<file path="src/rtl/adc_seq_pkg.sv">
// Package: shared step configuration type and the fixed eleven-step table
// for the ADC window-check sequencer.
// Assumes: steps are indexed 0..10 (step n of the run is index n-1).
package adc_seq_pkg;

    localparam int unsigned NUM_STEPS = 11;
    localparam int unsigned IDX_W     = 4;
    localparam int unsigned LO_IDX    = 4;   // last step before lower verdict
    localparam int unsigned HI_IDX    = 9;   // last step before upper verdict
    localparam int unsigned LAST_IDX  = NUM_STEPS - 1;

    typedef enum logic [1:0] {
        LVL_REST = 2'd0,
        LVL_LO   = 2'd1,
        LVL_HI   = 2'd2
    } dac_level_e;

    typedef struct packed {
        logic       en;
        logic       hold;
        logic       prech;
        dac_level_e level;
    } step_cfg_t;

    localparam step_cfg_t IDLE_CFG = '{en: 1'b0, hold: 1'b1, prech: 1'b1, level: LVL_REST};

    // Returns the control pattern for one step index.
    function automatic step_cfg_t step_cfg(input logic [IDX_W-1:0] idx);
        step_cfg_t c;
        c = '{en: 1'b1, hold: 1'b1, prech: 1'b1, level: LVL_REST};
        case (idx)
            4'd1, 4'd6: c.hold  = 1'b0;
            4'd3:       c.level = LVL_LO;
            4'd4: begin c.level = LVL_LO; c.prech = 1'b0; end
            4'd8:       c.level = LVL_HI;
            4'd9: begin c.level = LVL_HI; c.prech = 1'b0; end
            4'd0, 4'd2, 4'd5, 4'd7, 4'd10: c = c;
            default:    c = IDLE_CFG;
        endcase
        return c;
    endfunction

endpackage

</file>
<file path="src/rtl/adc_seq_ctrl.sv">
// Module: step sequencer. Holds the run state, the current step index and
// the cycle count inside the step.
// Assumes: step_len is latched at the accepted start; abort only arrives
// while busy and takes priority over normal advance.
module adc_seq_ctrl
    import adc_seq_pkg::*;
#(
    parameter int unsigned SLEN_W = 8
) (
    input  logic             clk,
    input  logic             rst_n,
    input  logic             start,
    input  logic [SLEN_W-1:0] step_len,
    input  logic             abort,
    output logic             go,
    output logic             busy,
    output logic [IDX_W-1:0] step_idx,
    output logic             step_last,
    output logic             seq_end
);

    logic [SLEN_W-1:0] cyc_q;
    logic [SLEN_W-1:0] last_cnt_q;

    // Start is accepted only while idle.
    assign go        = start && !busy;
    // Last cycle of the current step.
    assign step_last = busy && (cyc_q == last_cnt_q);
    // Last cycle of the final step.
    assign seq_end   = step_last && (step_idx == IDX_W'(LAST_IDX));

    // Run state, step index and in-step cycle counter.
    always_ff @(posedge clk) begin
        if (!rst_n) begin
            busy       <= 1'b0;
            step_idx   <= '0;
            cyc_q      <= '0;
            last_cnt_q <= '0;
        end else if (abort) begin
            busy <= 1'b0;
        end else if (go) begin
            busy       <= 1'b1;
            step_idx   <= '0;
            cyc_q      <= '0;
            last_cnt_q <= (step_len == '0) ? '0 : step_len - 1'b1;
        end else if (busy) begin
            if (step_last) begin
                cyc_q <= '0;
                if (seq_end) busy <= 1'b0;
                else         step_idx <= step_idx + 1'b1;
            end else begin
                cyc_q <= cyc_q + 1'b1;
            end
        end
    end

    AST_STEP_RANGE: assert property (@(posedge clk) disable iff (!rst_n)
        busy |-> (step_idx <= IDX_W'(LAST_IDX)));
    AST_CYC_BOUND: assert property (@(posedge clk) disable iff (!rst_n)
        busy |-> (cyc_q <= last_cnt_q));
    AST_START_IGNORED: assert property (@(posedge clk) disable iff (!rst_n)
        (busy && start && !abort && !step_last) |=> (busy && $stable(step_idx)));

endmodule

</file>
<file path="src/rtl/adc_seq_hold_wd.sv">
// Module: hold watchdog. Counts consecutive busy cycles with hold high and
// flags an overrun in the cycle that would exceed the latched limit.
// Assumes: the sequencer aborts on overrun, so the count never passes the limit.
module adc_seq_hold_wd #(
    parameter int unsigned HOLD_W = 12
) (
    input  logic              clk,
    input  logic              rst_n,
    input  logic              go,
    input  logic              busy,
    input  logic              hold,
    input  logic [HOLD_W-1:0] hold_limit,
    output logic              overrun
);

    logic [HOLD_W-1:0] run_q;
    logic [HOLD_W-1:0] lim_q;

    // Overrun when this cycle would be one past the allowed run length.
    assign overrun = busy && hold && (run_q >= lim_q);

    // Latches the limit at start and counts earlier hold-high cycles.
    always_ff @(posedge clk) begin
        if (!rst_n) begin
            run_q <= '0;
            lim_q <= '0;
        end else begin
            if (go) lim_q <= hold_limit;
            if (!busy || !hold) run_q <= '0;
            else                run_q <= run_q + 1'b1;
        end
    end

    AST_RUN_BOUND: assert property (@(posedge clk) disable iff (!rst_n)
        busy |-> (run_q <= lim_q));
    AST_RUN_CLEARS: assert property (@(posedge clk) disable iff (!rst_n)
        (busy && !hold) |=> (run_q == '0));

endmodule

</file>
<file path="src/rtl/adc_seq_verdict.sv">
// Module: verdict logic. Captures the two comparator checks and holds the
// done/pass/fail/timeout status until the next accepted start.
// Assumes: step_last/step_idx come from the sequencer; abort and seq_end
// never coincide with go.
module adc_seq_verdict
    import adc_seq_pkg::*;
(
    input  logic             clk,
    input  logic             rst_n,
    input  logic             go,
    input  logic             step_last,
    input  logic [IDX_W-1:0] step_idx,
    input  logic             seq_end,
    input  logic             abort,
    input  logic             cmp_in,
    output logic             done,
    output logic             pass,
    output logic             fail,
    output logic             timeout
);

    logic lo_ok_q;
    logic hi_ok_q;

    // Captures the two window checks at the end of the precharge steps.
    always_ff @(posedge clk) begin
        if (!rst_n || go) begin
            lo_ok_q <= 1'b0;
            hi_ok_q <= 1'b0;
        end else if (step_last) begin
            if (step_idx == IDX_W'(LO_IDX)) lo_ok_q <= !cmp_in;
            if (step_idx == IDX_W'(HI_IDX)) hi_ok_q <= cmp_in;
        end
    end

    // Sticky status: cleared at start, set at completion or abort.
    always_ff @(posedge clk) begin
        if (!rst_n || go) begin
            done    <= 1'b0;
            pass    <= 1'b0;
            fail    <= 1'b0;
            timeout <= 1'b0;
        end else if (abort) begin
            done    <= 1'b1;
            pass    <= 1'b0;
            fail    <= 1'b1;
            timeout <= 1'b1;
        end else if (seq_end) begin
            done <= 1'b1;
            pass <= lo_ok_q && hi_ok_q;
            fail <= !(lo_ok_q && hi_ok_q);
        end
    end

    AST_ONE_VERDICT: assert property (@(posedge clk) disable iff (!rst_n)
        done |-> (pass != fail));
    AST_TIMEOUT_FAIL: assert property (@(posedge clk) disable iff (!rst_n)
        timeout |-> (fail && !pass && done));
    AST_DONE_STICKY: assert property (@(posedge clk) disable iff (!rst_n)
        (done && !go) |=> (done && $stable(pass) && $stable(timeout)));

endmodule

</file>
<file path="src/rtl/adc_window_seq.sv">
// Module: top of the ADC window-check sequencer. Wires the step sequencer,
// hold watchdog and verdict logic, and decodes the step table onto the
// analog front-end controls.
// Assumes: cmp_in is settled on the last cycle of each precharge step.
module adc_window_seq
    import adc_seq_pkg::*;
#(
    parameter int unsigned SLEN_W   = 8,
    parameter int unsigned HOLD_W   = 12,
    parameter int unsigned DAC_W    = 10,
    parameter int unsigned MUX_W    = 5,
    parameter logic [DAC_W-1:0] DAC_REST = 10'h200,
    parameter logic [DAC_W-1:0] DAC_LO   = 10'h123,
    parameter logic [DAC_W-1:0] DAC_HI   = 10'h143,
    parameter logic [MUX_W-1:0] MUX_CH   = 5'h08
) (
    input  logic              clk,
    input  logic              rst_n,
    input  logic              start,
    input  logic [SLEN_W-1:0] step_len,
    input  logic [HOLD_W-1:0] hold_limit,
    input  logic              cmp_in,
    output logic              adc_en,
    output logic [DAC_W-1:0]  dac_code,
    output logic [MUX_W-1:0]  mux_sel,
    output logic              hold,
    output logic              prech,
    output logic              pin_data,
    output logic              pin_dir,
    output logic              pin_pullup,
    output logic              busy,
    output logic              done,
    output logic              pass,
    output logic              fail,
    output logic              timeout
);

    logic             go;
    logic [IDX_W-1:0] step_idx;
    logic             step_last;
    logic             seq_end;
    logic             overrun;
    step_cfg_t        cfg;

    adc_seq_ctrl #(.SLEN_W(SLEN_W)) u_ctrl (
        .clk       (clk),
        .rst_n     (rst_n),
        .start     (start),
        .step_len  (step_len),
        .abort     (overrun),
        .go        (go),
        .busy      (busy),
        .step_idx  (step_idx),
        .step_last (step_last),
        .seq_end   (seq_end)
    );

    adc_seq_hold_wd #(.HOLD_W(HOLD_W)) u_wd (
        .clk        (clk),
        .rst_n      (rst_n),
        .go         (go),
        .busy       (busy),
        .hold       (hold),
        .hold_limit (hold_limit),
        .overrun    (overrun)
    );

    adc_seq_verdict u_verdict (
        .clk       (clk),
        .rst_n     (rst_n),
        .go        (go),
        .step_last (step_last),
        .step_idx  (step_idx),
        .seq_end   (seq_end),
        .abort     (overrun),
        .cmp_in    (cmp_in),
        .done      (done),
        .pass      (pass),
        .fail      (fail),
        .timeout   (timeout)
    );

    // Selects the step pattern while running, the safe pattern while idle.
    always_comb begin
        cfg = busy ? step_cfg(step_idx) : IDLE_CFG;
    end

    // Maps the step pattern onto the front-end controls.
    always_comb begin
        adc_en  = cfg.en;
        hold    = cfg.hold;
        prech   = cfg.prech;
        mux_sel = MUX_CH;
        case (cfg.level)
            LVL_LO:  dac_code = DAC_LO;
            LVL_HI:  dac_code = DAC_HI;
            default: dac_code = DAC_REST;
        endcase
    end

    assign pin_data   = 1'b0;
    assign pin_dir    = 1'b0;
    assign pin_pullup = 1'b0;

    AST_IDLE_SAFE: assert property (@(posedge clk) disable iff (!rst_n)
        !busy |-> (!adc_en && hold && prech));
    AST_NO_SAMPLE_EVAL: assert property (@(posedge clk) disable iff (!rst_n)
        busy |-> (hold || prech));
    AST_BUSY_DONE_EXCL: assert property (@(posedge clk) disable iff (!rst_n)
        !(busy && done));
    AST_EVAL_ON_THRESHOLD: assert property (@(posedge clk) disable iff (!rst_n)
        (busy && !prech) |-> (dac_code != DAC_REST));

endmodule

</file>
<file path="config.mk">
export PLATFORM = sky130hd
export DESIGN_NAME = adc_window_seq
export DESIGN_NICKNAME = d
export VERILOG_FILES = /design/src/rtl/adc_seq_pkg.sv /design/src/rtl/adc_seq_ctrl.sv /design/src/rtl/adc_seq_hold_wd.sv /design/src/rtl/adc_seq_verdict.sv /design/src/rtl/adc_window_seq.sv
export SDC_FILE = /design/constraint.sdc
export NUM_CORES = 1
export LEC_CHECK = 0
export ABC_AREA = 1
export CORE_MARGIN = 2
export CORE_UTILIZATION = 58
export DETAILED_ROUTE_END_ITERATION = 16
export PLACE_DENSITY = 0.86
export SLEW_MARGIN = 10
export SYNTH_ARGS = -nofsm -noshare
export SYNTH_HDL_FRONTEND = slang
export SYNTH_HIERARCHICAL = 1
export SYNTH_SLANG_ARGS = --single-unit
</file>
<file path="constraint.sdc">
create_clock -name clk -period 3.79 [get_ports clk]
set_input_delay 0.758 -clock clk [delete_from_list [all_inputs] [get_ports clk]]
set_output_delay 0.758 -clock clk [all_outputs]
set_load 0.005 [all_outputs]
</file>
==> results.md <==
* Tot Pwr at around 1.1 mW
* R2r setup slk at 1.21 ns
* First-pass GRT wire length at 10800 um
* Placed insts at 546
* Final WL at 6150 um
* Later-pin clock latency in the skew report at 0.30 ns
* Drt wl/cell at 11.1 um
* Final setup viols at 0
* Final hold violation count at 0
* Synth top area share at 33.7%
* Post-synthesis average cell area at 6.81 um2
* Initial drt markers at ~150
* Sequential area share after synthesis at 33.7%
* Die Wd at 76.3 um
* Max_cap viols at 0
* Skew final at 0.00479 ns
* WP data required at 3.03 ns
* Area contributors post-synth: dfxtp_1, nand2_1, inv_1
* Initial antenna violation count at 0
* Maximum clock path buffer count at 2
* RSZ-0062 raised after global routing: no
* Worst Max-Slew Pin Slew at 0.627 ns
* PostCTS Resize Cnt at 0
* Register share of total power at 52.6%
* Synth async-reset ratio at 0%
* DR vias at 2753
* Global route total overflow at 0
* Setup Total Neg Slack at 0 ns
* Most instantiated cells after synthesis: nand2_1, inv_1, dfxtp_1
* Core area at 5070 um2
* Root buf cell: clkbuf_8
* Crit. End Element: primary output
* Clock transition at path regs at around 0.090 ns
* Max VDD drop at 168 uV
* DRC errors left at 0
* Hold path cells at 2
* Area delta synth->final at 15.6%
* CTS tree: done
* Initial Utilization at 59.7%
* Synth Cell Area at 3030 um2
* IO buf count at 37
* Nets at 527
* Mapped Cells at 445
* IO Pins at 50
* Die area at 5820 um2
* Hold crit path type: reg2reg
* CP Data Arrival Time at 2.16 ns
* Final HPWL DP at roughly 4800 um
* Hold_buf cts at 0
* Fmax at between 300 and 400 MHz
* Power per cell area at roughly 320 nW/um2
* Setup bufs post-CTS at 0
* Layout cells sized above 1 at approximately 6.8%
* Initial DRT Pass Iterations at 4
* Switching share of power at 29.8%
* DIE HEIGHT at 76.3 um
* P_sw at 0.332 mW
* Top-count cell post-synth: nand2_1
* Fin crit share at 77.0%
* Post-Route Utilization at 69.0%
* Synth warn at 6
* Lkg Pwr at 1.55 nW
* Inserted Diodes at 0
* Clock power share at 27.7%
* Pin count of the biggest net entering global routing at 24
* Gate power share at around a fifth
* Num CTS Buffers at 5
* Outcome: completed
* Synth Register Bits at approximately 50
* Routability cong. at approximately 0.84
* Worst Reg2Reg Path Length in Cells at 13
* Post-synth top area cell: dfxtp_1
* Worst Setup Path Type: reg2out
* Distinct cells, synth at 31
* Fin crit period at 2.92 ns
* P_int at 0.784 mW
* Final Non-Filler Cells at approximately 550
* Critical path peak fanout at 9
* Depth of the CTS H-tree at 2
* EDFF count, synth at 0
* Element type at the critical path start: flip-flop
* Gr usage total at 22.3%
* ANT nets after route at 0
* Row count at 26
* Relative slew slack at about three fifths
* Sink Count at 51
* Hold WS at 0.470 ns
* Main synth FF type: dfxtp_1
* Max Slew Vio Count at 0
* Vias in the first global route at between 2k and 3k
* Via density at 4.97
-- layout by cell type (no fill, tap or decap) --
master / count
dfxtp_1: 51
a21oi_4: 1
buf_4: 1
nor4_1: 1
inv_1: 79
or3_1: 1
a21oi_2: 1
nor3b_1: 2
ha_1: 20
inv_2: 4
xor2_1: 8
o21ai_0: 20
a21oi_1: 39
nand4_1: 4
nand3_4: 1
nand3b_1: 1
nor2_2: 7
conb_1: 12
a31oi_4: 1
clkinv_2: 1
nand3_1: 16
nor2_4: 1
nor3_4: 1
clkbuf_8: 5
nor3_1: 6
clkbuf_1: 1
nor2_1: 46
clkinv_1: 1
clkinvlp_4: 1
nand2_1: 102
nand2_2: 5
xnor2_1: 3
clkdlybuf4s50_1: 37
o211ai_1: 1
nand3_2: 3
-- state kept, by name, indices dropped and copies added (netlist names), 4 cells and up --
name               flops
u_wd/run_q            12
u_wd/lim_q            12
u_ctrl/last_cnt_q      8
u_ctrl/step_idx        4
u_ctrl/cyc_q           8
-- metal layers --
layer | up-vias | part of all wire, % | GRT usage [%]
li1 | 1439 | - | -
met1 | 1248 | 43 | 25.1
met2 | 54 | 52 | 41.9
met3 | 12 | 3.4 | 3.55
met4 | 0 | 2.2 | 8.00
met5 | - | 0 | 0
-- worst max-delay path, stage by stage (launching register included) --
cell and delay [ns]:
dfxtp_1 0.55, inv_2 0.07, nor2_2 0.12, nand2_2 0.08, nand2_1 0.07, nand2_1 0.05, ha_1 0.32, inv_1 0.09
clkdlybuf4s50_1 0.51
-- stage by stage --
stage | setup WS [ns] | instance area, um2
detailed placement | 1.21 | 3420
finish | 0.870 | 3500
global route | 0.682 | 3500
global placement | 1.28 | 3420
floorplan | 1.65 | 3070
CTS | 0.857 | 3500
-- final timing paths --
| check | start | to |
|---|---|---|
| setup / recovery | u_ctrl/step_idx[2]$_SDFFE_PN0P_ | dac_code[8] |
| hold / removal | u_wd/lim_q[11]$_SDFFE_PN0P_ | u_wd/lim_q[11]$_SDFFE_PN0P_ |
| setup reg to reg | u_wd/lim_q[11]$_SDFFE_PN0P_ | u_ctrl/last_cnt_q[4]$_SDFFE_PN0P_ |
| hold reg to reg | u_wd/lim_q[11]$_SDFFE_PN0P_ | u_wd/lim_q[11]$_SDFFE_PN0P_ |
-- cell type report --
class                   instances  area [um2]
clock buffers                   6        72.6
flip-flops and latches         51        1020
fillers                       455        1570
repair buffers                 38         378
well taps                      70        87.6
inverters                      84         315
multi-input cells             303        1620
clock inverters                 2        12.5
-- cells by family after synthesis --
| kind of cell | count (synthesis) | synth area share, % |
|---|---|---|
| xor gates and xnor gates | 11 | 3.18 |
| DFF | 51 | 33.7 |
| and+or+nand+nor | 197 | 28.9 |
| adders and majority gates | 20 | 8.25 |
| other | 2 | 0.248 |
| buffers and inverters | 101 | 14.2 |
| AOI/OAI and AO/OA | 63 | 11.5 |
-- power groups by stage --
stage / registers [mW] / logic, mW / clock network, mW
final: 0.587 / 0.221 / 0.309
after detailed placement: 0.599 / 0.219 / 0
after CTS: 0.587 / 0.221 / 0.317
after floorplan: 0.593 / 0.156 / 0
after global placement: 0.598 / 0.212 / 0
after global routing: 0.590 / 0.250 / 0.336
No activity file was read; power rests on OpenSTA's default activity.
